**config.mk**
```make
export PLATFORM = sky130hd
export DESIGN_NAME = xferPacer
export DESIGN_NICKNAME = d
export VERILOG_FILES = /design/src/rtl/pacer_pkg.sv /design/src/rtl/pacerEdgeSync.sv /design/src/rtl/pacerCtl.sv /design/src/rtl/pacerDp.sv /design/src/rtl/xferPacer.sv
export SDC_FILE = /design/constraint.sdc
export NUM_CORES = 1
export LEC_CHECK = 0
export BUFFER_PORTS_ARGS = -buffer_cell sky130_fd_sc_hd__buf_2
export CAP_MARGIN = 15
export CORE_UTILIZATION = 50
export CTS_BUF_LIST = sky130_fd_sc_hd__clkbuf_4
export DETAILED_ROUTE_END_ITERATION = 8
export PLACE_DENSITY = 0.81
export SKIP_LAST_GASP = 1
export SYNTH_ARGS = -nofsm -noshare
export SYNTH_HDL_FRONTEND = slang
export SYNTH_HIERARCHICAL = 1
export SYNTH_SLANG_ARGS = --single-unit
```
**constraint.sdc**
```tcl
create_clock -name clk -period 3.22 [get_ports clk]
set_clock_uncertainty 0.2 [all_clocks]
set_input_delay 0.644 -clock clk [delete_from_list [all_inputs] [get_ports clk]]
set_output_delay 0.644 -clock clk [all_outputs]
set_load 0.005 [all_outputs]
```
**src/rtl/pacer_pkg.sv**
```systemverilog
package pacer_pkg;

  typedef enum logic [1:0] {
    PACE_TIMER  = 2'd0,
    PACE_EXT    = 2'd1,
    PACE_DEMAND = 2'd2,
    PACE_POLL   = 2'd3
  } paceMode_e;

  // control -> datapath strobes
  typedef struct packed {
    logic fire;   // event accepted, move one word
    logic drop;   // event lost, buffer not ready
  } paceStrobe_t;

endpackage

```
**src/rtl/pacerEdgeSync.sv**
```systemverilog
module pacerEdgeSync #(
  parameter int STAGES = 2
) (
  input  logic clk,
  input  logic rstN,
  input  logic din,
  output logic rise
);
  logic [STAGES:0] shiftQ;

  always_ff @(posedge clk) begin
    if (!rstN) shiftQ <= '0;
    else       shiftQ <= {shiftQ[STAGES-1:0], din};
  end

  assign rise = shiftQ[STAGES-1] & ~shiftQ[STAGES];
endmodule

```
**src/rtl/pacerCtl.sv**
```systemverilog
module pacerCtl
  import pacer_pkg::*;
#(
  parameter int DIV_W       = 24,
  parameter int SYNC_STAGES = 2
) (
  input  logic             clk,
  input  logic             rstN,
  input  logic             cfgLoad,
  input  logic [1:0]       cfgMode,
  input  logic [DIV_W-1:0] cfgDivisor,
  input  logic             extClk,
  input  logic             slvReq,
  input  logic             slvStatus,
  input  logic             bufReady,
  output logic             slvPoll,
  output paceStrobe_t      strobe
);
  localparam int N_ASYNC = 2;   // index 0: external clock, 1: slave request

  logic [N_ASYNC-1:0] asyncIn;
  logic [N_ASYNC-1:0] asyncRise;
  assign asyncIn = {slvReq, extClk};

  for (genvar g = 0; g < N_ASYNC; g++) begin : g_sync
    pacerEdgeSync #(.STAGES(SYNC_STAGES)) u_sync (
      .clk (clk),
      .rstN(rstN),
      .din (asyncIn[g]),
      .rise(asyncRise[g])
    );
  end

  logic             activeQ;
  paceMode_e        modeQ;
  logic [DIV_W-1:0] divisorQ;
  logic [DIV_W-1:0] countQ;
  logic             tickQ;
  logic             phaseQ;

  always_ff @(posedge clk) begin
    if (!rstN) begin
      activeQ  <= 1'b0;
      modeQ    <= PACE_TIMER;
      divisorQ <= '0;
      countQ   <= '0;
      tickQ    <= 1'b0;
      phaseQ   <= 1'b0;
    end else if (cfgLoad) begin
      activeQ  <= 1'b1;
      modeQ    <= paceMode_e'(cfgMode);
      divisorQ <= cfgDivisor;
      countQ   <= cfgDivisor;
      tickQ    <= 1'b0;
      phaseQ   <= 1'b0;
    end else if (activeQ) begin
      if (modeQ == PACE_TIMER) begin
        if (countQ == '0) begin
          countQ <= divisorQ;
          tickQ  <= 1'b1;
        end else begin
          countQ <= countQ - 1'b1;
          tickQ  <= 1'b0;
        end
      end
      if (modeQ == PACE_POLL) phaseQ <= ~phaseQ;
    end
  end

  logic paceEvt;
  always_comb begin
    paceEvt = 1'b0;
    if (activeQ && !cfgLoad) begin
      unique case (modeQ)
        PACE_TIMER:  paceEvt = tickQ;
        PACE_EXT:    paceEvt = asyncRise[0];
        PACE_DEMAND: paceEvt = asyncRise[1];
        PACE_POLL:   paceEvt = phaseQ & slvStatus;
        default:     paceEvt = 1'b0;
      endcase
    end
  end

  assign slvPoll     = activeQ && (modeQ == PACE_POLL) && !phaseQ;
  assign strobe.fire = paceEvt & bufReady;
  assign strobe.drop = paceEvt & ~bufReady;
endmodule

```
**src/rtl/pacerDp.sv**
```systemverilog
module pacerDp
  import pacer_pkg::*;
#(
  parameter int WORD_W   = 16,
  parameter int SAMPLE_W = 12,
  parameter int CHAN_W   = WORD_W - SAMPLE_W
) (
  input  logic              clk,
  input  logic              rstN,
  input  logic              cfgLoad,
  input  logic              cfgMulti,
  input  logic              cfgDirIn,
  input  logic [CHAN_W:0]   cfgChanCount,
  input  paceStrobe_t       strobe,
  input  logic [WORD_W-1:0] bufRdData,
  input  logic [WORD_W-1:0] slvRdData,
  output logic              bufXfer,
  output logic [WORD_W-1:0] bufWrData,
  output logic              slvStrobe,
  output logic [WORD_W-1:0] slvWrData,
  output logic [CHAN_W-1:0] slvChan,
  output logic              errFlag
);
  localparam int MAX_CH = 1 << CHAN_W;

  logic              multiQ;
  logic              dirInQ;
  logic [CHAN_W-1:0] lastQ;
  logic [CHAN_W-1:0] indexQ;
  logic [CHAN_W-1:0] lastNext;

  always_comb begin
    if (!cfgMulti || cfgChanCount == '0)
      lastNext = '0;
    else if (cfgChanCount > (CHAN_W+1)'(MAX_CH))
      lastNext = CHAN_W'(MAX_CH - 1);
    else
      lastNext = CHAN_W'(cfgChanCount - 1'b1);
  end

  logic [WORD_W-1:0] inWord;
  logic [WORD_W-1:0] outWord;
  logic [CHAN_W-1:0] outChan;

  always_comb begin
    if (multiQ) begin
      inWord  = {indexQ, slvRdData[SAMPLE_W-1:0]};
      outWord = WORD_W'(bufRdData[SAMPLE_W-1:0]);
      outChan = bufRdData[WORD_W-1:SAMPLE_W];
    end else begin
      inWord  = slvRdData;
      outWord = bufRdData;
      outChan = '0;
    end
  end

  always_ff @(posedge clk) begin
    if (!rstN) begin
      multiQ    <= 1'b0;
      dirInQ    <= 1'b0;
      lastQ     <= '0;
      indexQ    <= '0;
      bufXfer   <= 1'b0;
      slvStrobe <= 1'b0;
      bufWrData <= '0;
      slvWrData <= '0;
      slvChan   <= '0;
      errFlag   <= 1'b0;
    end else if (cfgLoad) begin
      multiQ    <= cfgMulti;
      dirInQ    <= cfgDirIn;
      lastQ     <= lastNext;
      indexQ    <= '0;
      bufXfer   <= 1'b0;
      slvStrobe <= 1'b0;
      errFlag   <= 1'b0;
    end else begin
      bufXfer   <= strobe.fire;
      slvStrobe <= strobe.fire;
      if (strobe.drop) errFlag <= 1'b1;
      if (strobe.fire) begin
        if (dirInQ) begin
          bufWrData <= inWord;
          slvChan   <= indexQ;
        end else begin
          slvWrData <= outWord;
          slvChan   <= outChan;
        end
        indexQ <= (indexQ == lastQ) ? '0 : indexQ + 1'b1;
      end
    end
  end
endmodule

```
**src/rtl/xferPacer.sv**
```systemverilog
module xferPacer
  import pacer_pkg::*;
#(
  parameter  int DIV_W       = 24,
  parameter  int SYNC_STAGES = 2,
  parameter  int WORD_W      = 16,
  parameter  int SAMPLE_W    = 12,
  localparam int CHAN_W      = WORD_W - SAMPLE_W
) (
  input  logic              clk,
  input  logic              rstN,
  input  logic              cfgLoad,
  input  logic [1:0]        cfgMode,
  input  logic [DIV_W-1:0]  cfgDivisor,
  input  logic [CHAN_W:0]   cfgChanCount,
  input  logic              cfgMulti,
  input  logic              cfgDirIn,
  input  logic              extClk,
  input  logic              slvReq,
  input  logic              slvStatus,
  output logic              slvPoll,
  input  logic              bufReady,
  input  logic [WORD_W-1:0] bufRdData,
  output logic              bufXfer,
  output logic [WORD_W-1:0] bufWrData,
  input  logic [WORD_W-1:0] slvRdData,
  output logic [WORD_W-1:0] slvWrData,
  output logic [CHAN_W-1:0] slvChan,
  output logic              slvStrobe,
  output logic              errFlag
);
  paceStrobe_t strobe;

  pacerCtl #(.DIV_W(DIV_W), .SYNC_STAGES(SYNC_STAGES)) u_ctl (
    .clk       (clk),
    .rstN      (rstN),
    .cfgLoad   (cfgLoad),
    .cfgMode   (cfgMode),
    .cfgDivisor(cfgDivisor),
    .extClk    (extClk),
    .slvReq    (slvReq),
    .slvStatus (slvStatus),
    .bufReady  (bufReady),
    .slvPoll   (slvPoll),
    .strobe    (strobe)
  );

  pacerDp #(.WORD_W(WORD_W), .SAMPLE_W(SAMPLE_W), .CHAN_W(CHAN_W)) u_dp (
    .clk         (clk),
    .rstN        (rstN),
    .cfgLoad     (cfgLoad),
    .cfgMulti    (cfgMulti),
    .cfgDirIn    (cfgDirIn),
    .cfgChanCount(cfgChanCount),
    .strobe      (strobe),
    .bufRdData   (bufRdData),
    .slvRdData   (slvRdData),
    .bufXfer     (bufXfer),
    .bufWrData   (bufWrData),
    .slvStrobe   (slvStrobe),
    .slvWrData   (slvWrData),
    .slvChan     (slvChan),
    .errFlag     (errFlag)
  );
endmodule

```
After elaboration in Yosys (flattened, before gate mapping). Index checks and enable logic that the tools add are counted.

Input bits: 72. Output and inout port bits: 40. Logic and storage cells: 70. Bits in registers: 107.

$add $sub $neg: 3. Muxes and demuxes: 14. $lt $le $gt $ge: 1. Reduce and logical (&&, ||, !) cells: 19. Eq/ne operators: 4. Bitwise logic cells: 12.

Operators by type and width (number): two-way mux 24 bit (4); two-way mux 16 bit (2); zero test 24 bit (1); subtractor 24 x 1 -> 24 bit (second input constant) (1); two-way mux 4 bit (5); AND reduction 2 bit (4); inverter 1 bit (7); AND reduction 3 bit (2); bitwise AND 1 bit (5); > comparator 5 bit (second input constant) (1); zero test 5 bit (1); adder 4 x 1 -> 4 bit (second input constant) (1); == test 2 bit (second input constant) (2); == test 4 bit (1); case mux 1 bit (4 select lines) (1); nonzero test 2 bit (2); subtractor 4 x 1 -> 4 bit (second input constant) (1); logical AND 1 bit (3); zero test 1 bit (3); == test 2 x 1 -> 1 bit (second input constant) (1); zero test 2 bit (1); two-way mux 1 bit (2); OR reduction 2 bit (1); logical OR 1 bit (1).

Depth between registers and ports, before layout. Gate-level depths: netlist of run 1.

Depth after elaboration: 6. Mapped depth: 12. Gate-level depth less buffers: 8.

By module. Netlist of run 1, hierarchy kept.

Modules (own cells, without submodules): pacerCtl (cells an instance 336, times used 1, area each 2839.0 µm²); pacerDp (cells an instance 234, times used 1, area each 2074.5 µm²); pacerEdgeSync (cells an instance 7, times used 2, area each 92.6 µm²).

Worst setup path after synthesis of run 1. Ideal clock, no wire load.

Path kind: input to register. Start: in cfgLoad. End: reg u_dp.slvWrData[10]. Arrival time: 2.222 ns. Data required time: 2.898 ns. Buffers on the path: 5. Stages: 12. Slack: 0.676 ns. Library setup time: 0.122 ns. Cell sequence: clkbuf_1 -> clkinv_1 -> clkbuf_1 -> nand3_1 -> nor2_1 -> buf_4 -> nor2b_4 -> and2b_1 -> buf_4 -> buf_6 -> nand2_1 -> a21boi_0.

RTL lines: start, declared (RTL line xferPacer.sv:12) `input logic cfgLoad,`; end signal, assigned (RTL line pacerDp.sv:86) `slvWrData <= outWord;`; end, declared (RTL line pacerDp.sv:20) `output logic [WORD_W-1:0] slvWrData,`.

Worst setup path after layout of run 1.
Start: reg u_ctl.countQ[8]. End: reg u_ctl.countQ[19].

Longest elaborated chain between the ends: 5. Elaborated cells on any way between the ends: 6.

Ends and longest elaborated chain: start, declared (RTL line pacerCtl.sv:37) `logic [DIV_W-1:0] countQ;`; start signal, assigned (RTL line pacerCtl.sv:53) `countQ <= cfgDivisor;`; start signal, assigned (RTL line pacerCtl.sv:59) `countQ <= divisorQ;`; start signal, assigned (RTL line pacerCtl.sv:62) `countQ <= countQ - 1'b1;`; subtractor 24 x 1 -> 24 bit / zero test 24 bit (equally long branches) (RTL line pacerCtl.sv:62, pacerCtl.sv:58); two-way mux 24 bit * (RTL line pacerCtl.sv:58) `if (countQ == '0) begin`; two-way mux 24 bit * (RTL line pacerCtl.sv:57) `if (modeQ == PACE_TIMER) begin`; two-way mux 24 bit * (RTL line pacerCtl.sv:56) `end else if (activeQ) begin`; two-way mux 24 bit * (RTL line pacerCtl.sv:49) `end else if (cfgLoad) begin`.

Every way passes the cells marked *; elsewhere a longest branch is shown, timed or not. The select of a mux whose other input is x is not followed. A chain may end at the register's enable or synchronous reset.

==> flow_metrics.env, run 1 <==
export IMPL_critical_path_slowest_cell="or4_4"
export IMPL_max_freq_ghz=0.350
export IMPL_ioPinCount=112
export IMPL_cts_setup_buffers=0
export IMPL_vias=4479
export IMPL_netlist_instances=584
export IMPL_synth_compound_area_share_pct=20.4
export IMPL_sw_frac_of_total_pct=29.5
export IMPL_cts_tree="done"
export IMPL_finalSetupViolCount=0
export IMPL_cp_slowest_stage_delay_ns=0.60
export IMPL_design_area_um2=5810
export IMPL_drc=0
export IMPL_p_int_w=0.00171
export IMPL_num_antenna_cells=0
export IMPL_period_share_pct=88.8
export IMPL_clk_latency_ns=0.47
export IMPL_yosysMostFrequentCell="dfxtp_1"
export IMPL_net_switching_power_w=0.000717
export IMPL_htree_num_levels=3
export IMPL_synth_edff_count=0
export IMPL_seq_power_share_pct=58.8
export IMPL_die_area_um2=10600
export IMPL_yosysTopAreaCell="dfxtp_1"
export IMPL_cp_end_kind="flip-flop"
export IMPL_area_growth_pct=13.9
export IMPL_cts_inserted_buffers=9
export IMPL_vdd_drop_max_uv=239
export IMPL_start_util_pct=51.9
export IMPL_routed_wl_mm=11.8
export IMPL_muxShareOfSynthArea_pct=5.35
export IMPL_path_cells="or4_4 > nor4_4 > nand4_4 > buf_4 > o32ai_1 > a21oi_1 > a21boi_0"
export IMPL_dp_hpwl_mm=8.26
export IMPL_drtPass1Iterations=5
export IMPL_hold_viol_final=0
export IMPL_worstMarginPinSlew_ns=0.698
export IMPL_layout_drive_gt1_share_pct=22.6
export IMPL_clk_path_buf_depth=2
export IMPL_slew_viol_final=0
export IMPL_num_rows=36
export IMPL_criticalPathCategory="reg -> reg"
export IMPL_fin_nets=749
export IMPL_ys_warn_count=6
export IMPL_vias_per_cell=5.52
export IMPL_synthAdderAreaFrac_pct=1.37
export IMPL_root_buffer="clkbuf_4"
export IMPL_ant_nets=0
export IMPL_outcome="completed"
export IMPL_drt_first_iter_violations=240
export IMPL_path_clk_slew_ns=0.17
export IMPL_gp_congestion=0.820
export IMPL_rsz0062_at_grt="no"
export IMPL_coreArea_um2=9820
export IMPL_synth_top_family_by_area="simple AND/OR/NAND/NOR gates"
export IMPL_antenna_found_initial=0
export IMPL_syn_num_nets=660
export IMPL_ys_flop_type="dfxtp_1"
export IMPL_first_global_vias=4031
export IMPL_synth_area_per_cell_um2=8.73
export IMPL_p_leak_nw=2.53
export IMPL_fin_tns_setup_ns=0
export IMPL_period_minus_slack_ns=2.86
export IMPL_synth_async_reset_ratio_pct=0
export IMPL_combPwrFrac_pct=14.7
export IMPL_grt_pass1_wl_mm=18.8
export IMPL_yosys_area_share_xor_xnor_pct=2.92
export IMPL_hp_class="in -> reg"
export IMPL_synth_commonest_cells="dfxtp_1, nand2_1, o21ai_0, a21boi_0, a21oi_1"
export IMPL_arrival_ns=3.02
export IMPL_p_per_area_nw_per_um2=418
export IMPL_max_slew_margin_pct=53.0
export IMPL_maxCapViolCount=0
export IMPL_crit_required_ns=3.38
export IMPL_pwr_share_clk_pct=26.5
export IMPL_synth_top_cell_area_share_pct=42.0
export IMPL_grt_max_degree=47
export IMPL_wl_per_cell_um=14.6
export IMPL_crit_fanout=21
export IMPL_track_usage_pct=22.7
export IMPL_holdBufCountCts=0
export IMPL_post_cts_resized=0
export IMPL_ys_ff_latch=107
export IMPL_portBuffers=111
export IMPL_fin_util_pct=59.2
export IMPL_setup_worst_path_start_class="flip-flop"
export IMPL_synth_distinct_cells=64
export IMPL_die_h_um=103
export IMPL_place_area_um2=5680
export IMPL_fillerInstances=879
export IMPL_total_power_w=0.00243
export IMPL_synthTopCellsByArea="dfxtp_1, nand2_1, mux2i_1"
export IMPL_cts_sinks=107
export IMPL_grt_overflow=0
export IMPL_synth_simple_area_share_pct=22.7
export IMPL_fp_dieW_um=103
export IMPL_yosysSeqAreaShare_pct=42.0
export IMPL_netlist_area_um2=5100
-- through the flow --
stage	setup WS, ns	cells	hold WS [ns]
2_1_floorplan	0.676	584	0.212
3_3_place_gp	0.287	795	0.215
3_5_place_dp	0.153	795	0.235
4_1_cts	0.390	811	0.139
5_1_grt	0.194	811	0.137
6_report	0.360	811	0.156
-- critical path, delay by kind of cell (launching register included) --
kind,cells,cell delay (ns)
buffers and inverters,1,0.34
AO/OA/AOI/OAI,3,0.35
AND/OR/NAND/NOR,3,1.44
flip-flops,1,0.40
-- logic make-up after synthesis --
| kind of cell | count (synthesis) |
|---|---|
| AOI/OAI and AO/OA | 151 |
| xor gates and xnor gates | 17 |
| adders and majority gates | 6 |
| buffers and inverters | 55 |
| DFF | 107 |
| muxes | 26 |
| and+or+nand+nor | 222 |
-- cell usage in the layout, fill, tap and decap left out, types with 14 or more instances in the layout --
cell      Yosys  layout
buf_2        10     111
a21boi_0     28      28
nand2_1     101     101
nor2b_1      22      22
nor3_1       14      14
a21oi_1      28      28
dfxtp_1     107     107
o211ai_1     14      14
mux2i_1      25      25
nor2_1       18      18
o21ai_0      29      29
-- path summary, 6_finish.rpt --
| path | start | end | slack (ns) | cells after the start |
|---|---|---|---|---|
| hold reg to reg | u_dp/slvWrData[14] | u_dp/slvWrData[14] | 0.26 | 2 |
| setup / recovery | u_ctl/countQ[8] | u_ctl/countQ[19] | 0.36 | 7 |
| hold / removal | slvReq | u_ctl/g_sync[1].u_sync/shiftQ[0] | 0.16 | 2 |
| setup reg to reg | u_ctl/countQ[8] | u_ctl/countQ[19] | 0.36 | 7 |
-- area by class of cell --
class	count	area, µm²	area share, %
multi-input combinational	422	2690	46.4
clock inverter	7	60.1	1.03
inverter	11	41.3	0.711
clock buffer	9	67.6	1.16
tap	133	166	2.86
sequential	107	2140	36.9
timing repair buffer	122	638	11.0
-- power by group through the flow --
| stage | logic [W] | registers, W | clock network, W |
|---|---|---|---|
| detailed placement | 0.000355 | 0.00145 | 0 |
| global route | 0.000396 | 0.00144 | 0.000725 |
| finish | 0.000358 | 0.00143 | 0.000644 |
| floorplan | 0.000253 | 0.00144 | 0 |
| global placement | 0.000342 | 0.00145 | 0 |
| CTS | 0.000356 | 0.00143 | 0.000663 |
-- registers in the layout, summed over array words and instances (netlist names), 4 cells and up --
name,count
u_ctl/countQ,24
u_dp/bufWrData,16
u_dp/lastQ,4
u_ctl/g_sync.u_sync/shiftQ,6
u_dp/slvWrData,16
u_dp/indexQ,4
u_dp/slvChan,4
u_ctl/divisorQ,24
-- metal layers --
layer | global-route usage [%] | wire [µm] | vias to the layer above
met1 | 29.0 | 5330 | 2097
met3 | 4.68 | 567 | 17
li1 | - | - | 2228
met4 | 8.88 | 181 | 0
met2 | 37.4 | 5750 | 137
met5 | 0 | 0 | -
No activity file was read; power rests on OpenSTA's default activity.
==> run 2: changes to the inputs <==
- REMOVE_ABC_BUFFERS: default -> 1
==> run 2 against run 1 <==
Against the previous run: sequential power barely moved; sequential cell count is the same; global-route usage decreased by 0.15 points; critical path depth stayed put; die area is the same; count of clock-buffer cells in the layout stayed put; cell count shrank 0.25%; worst setup slack gained 0.079 ns; via count decreased by 0.58%.
==> flow_metrics.env, run 2 (synthesis results as in run 1) <==
export IMPL_drc=0
export IMPL_net_switching_power_w=0.000686
export IMPL_fin_nets=749
export IMPL_final_cell_mix="buf_2, dfxtp_1, nand2_1, o21ai_0"
export IMPL_final_common_cell="buf_2"
export IMPL_num_antenna_cells=0
export IMPL_hold_viol_final=0
export IMPL_root_buffer="clkbuf_4"
export IMPL_final_cells=809
export IMPL_grt_pass1_wl_mm=18.8
export IMPL_setup_worst_path_start_class="flip-flop"
export IMPL_fillerInstances=929
export IMPL_cts_setup_buffers=0
export IMPL_whs_path_depth=2
export IMPL_start_util_pct=51.9
export IMPL_rr_endpoint="u_ctl/countQ[19]"
export IMPL_vdd_drop_max_uv=309
export IMPL_first_global_vias=4028
export IMPL_antenna_found_initial=0
export IMPL_num_rows=36
export IMPL_placedCellCount=795
export IMPL_regArea_um2=2140
export IMPL_place_ws_ns=0.252
export IMPL_outcome="completed"
export IMPL_largestRegisters="u_ctl/countQ: 24 flops, u_ctl/divisorQ: 24 flops"
export IMPL_track_usage_pct=22.5
export IMPL_gp_congestion=0.799
export IMPL_period_share_pct=86.4
export IMPL_coreArea_um2=9820
export IMPL_crit_start="u_ctl/countQ[8]"
export IMPL_hold_path_end="u_ctl/g_sync[0].u_sync/shiftQ[0]"
export IMPL_clk_path_buf_depth=2
export IMPL_htree_num_levels=3
export IMPL_drtPass1Iterations=5
export IMPL_grt_max_degree=50
export IMPL_hp_class="in -> reg"
export IMPL_routed_wl_mm=11.4
export IMPL_setup_slack_ns=0.439
export IMPL_r2r_start="u_ctl/countQ[8]"
export IMPL_crit_fanout=24
export IMPL_sw_frac_of_total_pct=27.8
export IMPL_design_area_um2=5830
export IMPL_hp_start="extClk"
export IMPL_die_area_um2=10600
export IMPL_vias_per_cell=5.50
export IMPL_pwr_share_clk_pct=27.6
export IMPL_p_leak_nw=2.54
export IMPL_crit_required_ns=3.35
export IMPL_cts_inserted_buffers=9
export IMPL_p_int_w=0.00178
export IMPL_cts_tree="done"
export IMPL_rsz0062_at_grt="no"
export IMPL_total_power_w=0.00246
export IMPL_seq_power_share_pct=57.9
export IMPL_fin_tns_setup_ns=0
export IMPL_worst_r2r_cell_count=7
export IMPL_area_growth_pct=14.3
export IMPL_multiInputGateArea_um2=2690
export IMPL_post_cts_resized=0
export IMPL_cp_end_kind="flip-flop"
export IMPL_max_freq_ghz=0.360
export IMPL_ioPinCount=112
export IMPL_arrival_ns=2.92
export IMPL_grt_overflow=0
export IMPL_criticalPathCategory="reg -> reg"
export IMPL_max_slew_margin_pct=49.2
export IMPL_worst_r2r_setup_slack_ns=0.44
export IMPL_period_minus_slack_ns=2.78
export IMPL_slew_viol_final=0
export IMPL_worstMarginPinSlew_ns=0.756
export IMPL_dp_hpwl_mm=7.94
export IMPL_fp_dieW_um=103
export IMPL_place_area_um2=5690
export IMPL_ant_nets=0
export IMPL_wl_per_cell_um=14.1
export IMPL_layout_drive_gt1_share_pct=22.5
export IMPL_p_per_area_nw_per_um2=423
export IMPL_combPwrFrac_pct=14.5
export IMPL_clk_latency_ns=0.47
export IMPL_die_h_um=103
export IMPL_maxCapViolCount=0
export IMPL_path_clk_slew_ns=0.15
export IMPL_vias=4453
export IMPL_portBuffers=111
export IMPL_holdBufCountCts=0
export IMPL_finalSetupViolCount=0
export IMPL_drt_first_iter_violations=158
export IMPL_cts_sinks=107
## run 2: changes by cell type in the layout (fill, tap and decap cells not counted)
| cell | previous run | this run |
|---|---|---|
| inv_8 | 2 | 1 |
| bufinv_16 | 0 | 1 |
| buf_4 | 11 | 10 |
| clkinv_1 | 2 | 1 |
| buf_12 | 0 | 1 |
| clkinv_4 | 2 | 1 |
| clkinvlp_4 | 1 | 0 |
| clkinv_2 | 0 | 1 |
## run 2: per-stage QoR
step / hold slack, ns / util, %
CTS: 0.138 / 59.3
floorplan: 0.212 / -
global placement: 0.214 / 58.0
detailed placement: 0.223 / 58.0
finish: 0.168 / 59.3
global route: 0.129 / 59.3
## run 2: worst max path at each step
stage	cells past startpoint	to
3_5_place_dp	9	u_dp/bufWrData[12]
5_1_grt	8	u_dp/bufWrData[4]
6_report	7	u_ctl/countQ[19]
3_3_place_gp	9	u_dp/bufWrData[14]
2_1_floorplan	7	u_dp/bufWrData[12]
4_1_cts	7	u_ctl/countQ[19]
## run 2: power by group through the flow
stage / logic, W / registers [W] / clock network, W
after floorplan: 0.000221 / 0.00144 / 0
after global placement: 0.000343 / 0.00145 / 0
after detailed placement: 0.000356 / 0.00145 / 0
after CTS: 0.000358 / 0.00143 / 0.000706
after global routing: 0.000398 / 0.00144 / 0.000759
final: 0.000357 / 0.00143 / 0.000681
## run 2: critical path, stage by stage (launching register included)
cell and delay, ns:
dfxtp_1 0.39, or4_4 0.60, nor4_4 0.39, nand4_4 0.39, buf_4 0.32, o32ai_1 0.12, a21oi_1 0.09, a21boi_0 0.16
## run 2: cell type report
type	count	area share, %
Multi-Input combinational cell	422	46.2
Clock inverter	5	1.10
Tap cell	133	2.86
Sequential cell	107	36.8
Clock buffer	9	1.16
Inverter	11	0.709
Timing Repair Buffer	122	11.2
## run 2: metal layers
layer | GRT usage [%] | routed length, µm | vias up
met5 | 0 | 0 | -
met4 | 7.58 | 163 | 0
met3 | 6.17 | 758 | 17
met2 | 36.9 | 5440 | 130
met1 | 28.6 | 5070 | 2070
li1 | - | - | 2236
==> run 3: changes to the inputs <==
- BUFFER_PORTS_ARGS: -buffer_cell sky130_fd_sc_hd__buf_2 -> default
- CORE_UTILIZATION: 50 -> 57
- DONT_BUFFER_PORTS: default -> 1
- PLACE_DENSITY: 0.81 -> 0.79
==> run 3 against run 2 <==
Against the previous run: wire length fell by 5.5%; sequential power about the same; maximum frequency decreased by 3.1%; combinational power down 23%; critical path type unchanged.
==> flow_metrics.env, run 3 (synthesis results as in run 1) <==
export IMPL_outcome="completed"
export IMPL_cts_setup_buffers=0
export IMPL_num_antenna_cells=0
export IMPL_clk_latency_ns=0.45
export IMPL_maxCapViolCount=0
export IMPL_final_cell_mix="dfxtp_1, nand2_1, o21ai_0, a21oi_1, a21boi_0"
export IMPL_worstMarginPinSlew_ns=0.625
export IMPL_final_common_cell="dfxtp_1"
export IMPL_vias_per_cell=6.01
export IMPL_holdBufCountCts=0
export IMPL_post_cts_resized=0
export IMPL_cts_sinks=107
export IMPL_cp_slowest_stage_delay_ns=0.60
export IMPL_drt_first_iter_violations=141
export IMPL_cts_tree="done"
export IMPL_start_util_pct=58.8
export IMPL_grt_overflow=0
export IMPL_largestRegisters="u_ctl/countQ: 24 flops, u_ctl/divisorQ: 24 flops"
export IMPL_fin_nets=635
export IMPL_worst_path_stages=7
export IMPL_drc=0
export IMPL_rsz0062_at_grt="no"
export IMPL_whs_path_depth=2
export IMPL_grt_pass1_wl_mm=17.3
export IMPL_portBuffers=0
export IMPL_worst_r2r_cell_count=7
export IMPL_hp_class="in -> reg"
export IMPL_arrival_ns=3.05
export IMPL_layout_drive_gt1_share_pct=7.09
export IMPL_fin_tns_setup_ns=0
export IMPL_cp_end_kind="flip-flop"
export IMPL_vdd_drop_max_uv=238
export IMPL_drtPass1Iterations=6
export IMPL_vias=4038
export IMPL_max_freq_ghz=0.349
export IMPL_fin_util_pct=60.0
export IMPL_crit_required_ns=3.40
export IMPL_criticalPathCategory="reg -> reg"
export IMPL_wl_per_cell_um=16.1
export IMPL_path_buf_inv=1
export IMPL_grt_max_degree=100
export IMPL_placedCellCount=656
export IMPL_ioPinCount=112
export IMPL_routed_wl_mm=10.8
export IMPL_ant_nets=0
export IMPL_cts_inserted_buffers=9
export IMPL_path_clk_slew_ns=0.17
export IMPL_htree_num_levels=3
export IMPL_critical_path_slowest_cell="or4_4"
export IMPL_track_usage_pct=23.7
export IMPL_fillerInstances=790
export IMPL_period_share_pct=89.1
export IMPL_gp_congestion=0.787
export IMPL_p_leak_nw=2.02
export IMPL_clk_path_buf_depth=2
export IMPL_num_rows=34
export IMPL_finalSetupViolCount=0
export IMPL_dp_hpwl_mm=7.26
export IMPL_die_area_um2=9330
export IMPL_fp_dieW_um=96.6
export IMPL_slew_viol_final=0
export IMPL_p_per_area_nw_per_um2=452
export IMPL_die_h_um=96.6
export IMPL_first_global_vias=3808
export IMPL_hold_viol_final=0
export IMPL_final_cells=672
export IMPL_critical_path_top_delay_family="simple AND/OR/NAND/NOR gates"
export IMPL_antenna_found_initial=0
export IMPL_max_slew_margin_pct=58.0
export IMPL_setup_worst_path_start_class="flip-flop"
export IMPL_path_cells="or4_4 > nor4_4 > nand4_4 > buf_4 > nand2_1 > o311ai_0 > a21oi_1"
export IMPL_area_growth_pct=2.11
export IMPL_crit_fanout=22
export IMPL_root_buffer="clkbuf_4"
export IMPL_coreArea_um2=8680
export IMPL_period_minus_slack_ns=2.87
-- run 3: cell count changes in the layout (fill, tap and decap cells not counted) --
cell / previous run / this run
buf_2: 111 / 0
buf_4: 10 / 8
inv_6: 1 / 2
bufinv_16: 1 / 0
clkbuf_4: 9 / 10
clkinv_8: 0 / 1
buf_12: 1 / 0
-- run 3: cell type report --
type                       count  area, µm²  share of cell area (%)
sequential                   107       2140                    41.1
multi-input combinational    422       2690                    51.7
inverter                      11       41.3                   0.793
clock inverter                 6       58.8                    1.13
tap                          108        135                    2.60
timing repair buffer           8       60.1                    1.15
clock buffer                  10       75.1                    1.44
-- run 3: final timing paths --
check | from | to | slack (ns)
worst max-delay path | u_ctl/countQ[8] | u_ctl/countQ[20] | 0.35
worst min-delay path | bufRdData[5] | u_dp/slvWrData[5] | 0.10
worst max register to register | u_ctl/countQ[8] | u_ctl/countQ[20] | 0.35
worst min register to register | u_ctl/g_sync[1].u_sync/shiftQ[0] | u_ctl/g_sync[1].u_sync/shiftQ[1] | 0.26
-- run 3: through the flow --
| stage | power (W) | cell area (µm²) | hold WS [ns] | setup WS (ns) |
|---|---|---|---|---|
| final | 0.00235 | 5210 | 0.101 | 0.351 |
| after global routing | 0.00248 | 5210 | 0.0518 | 0.192 |
| after CTS | 0.00237 | 5210 | 0.0743 | 0.372 |
| after detailed placement | 0.00173 | 5070 | 0.227 | 0.290 |
| after global placement | 0.00172 | 5070 | 0.219 | 0.388 |
| after floorplan | 0.00166 | 4870 | 0.212 | 0.484 |
-- run 3: power breakdown --
| part | internal [W] | leakage [nW] | switching, W |
|---|---|---|---|
| Clock | 0.000186 | 0.0760 | 0.000463 |
| Sequential | 0.00138 | 0.875 | 0.0000516 |
| Combinational | 0.000131 | 1.06 | 0.000143 |
| Total | 0.00169 | 2.02 | 0.000658 |
-- run 3: per-layer routing --
metal  GRT usage (%)  wire, µm  vias up
li1                -         -     2006
met1            28.2      4660     1913
met2            41.4      5350      104
met3            6.34       665       15
met4            7.35       117        0
met5               0         0        -
-- run 3: worst reg2reg max path, delay by kind of cell, from the launching register on --
kind,cells,cell delay (ns)
buf+inv,1,0.32
flops,1,0.40
compound gates,2,0.32
simple gates,4,1.57
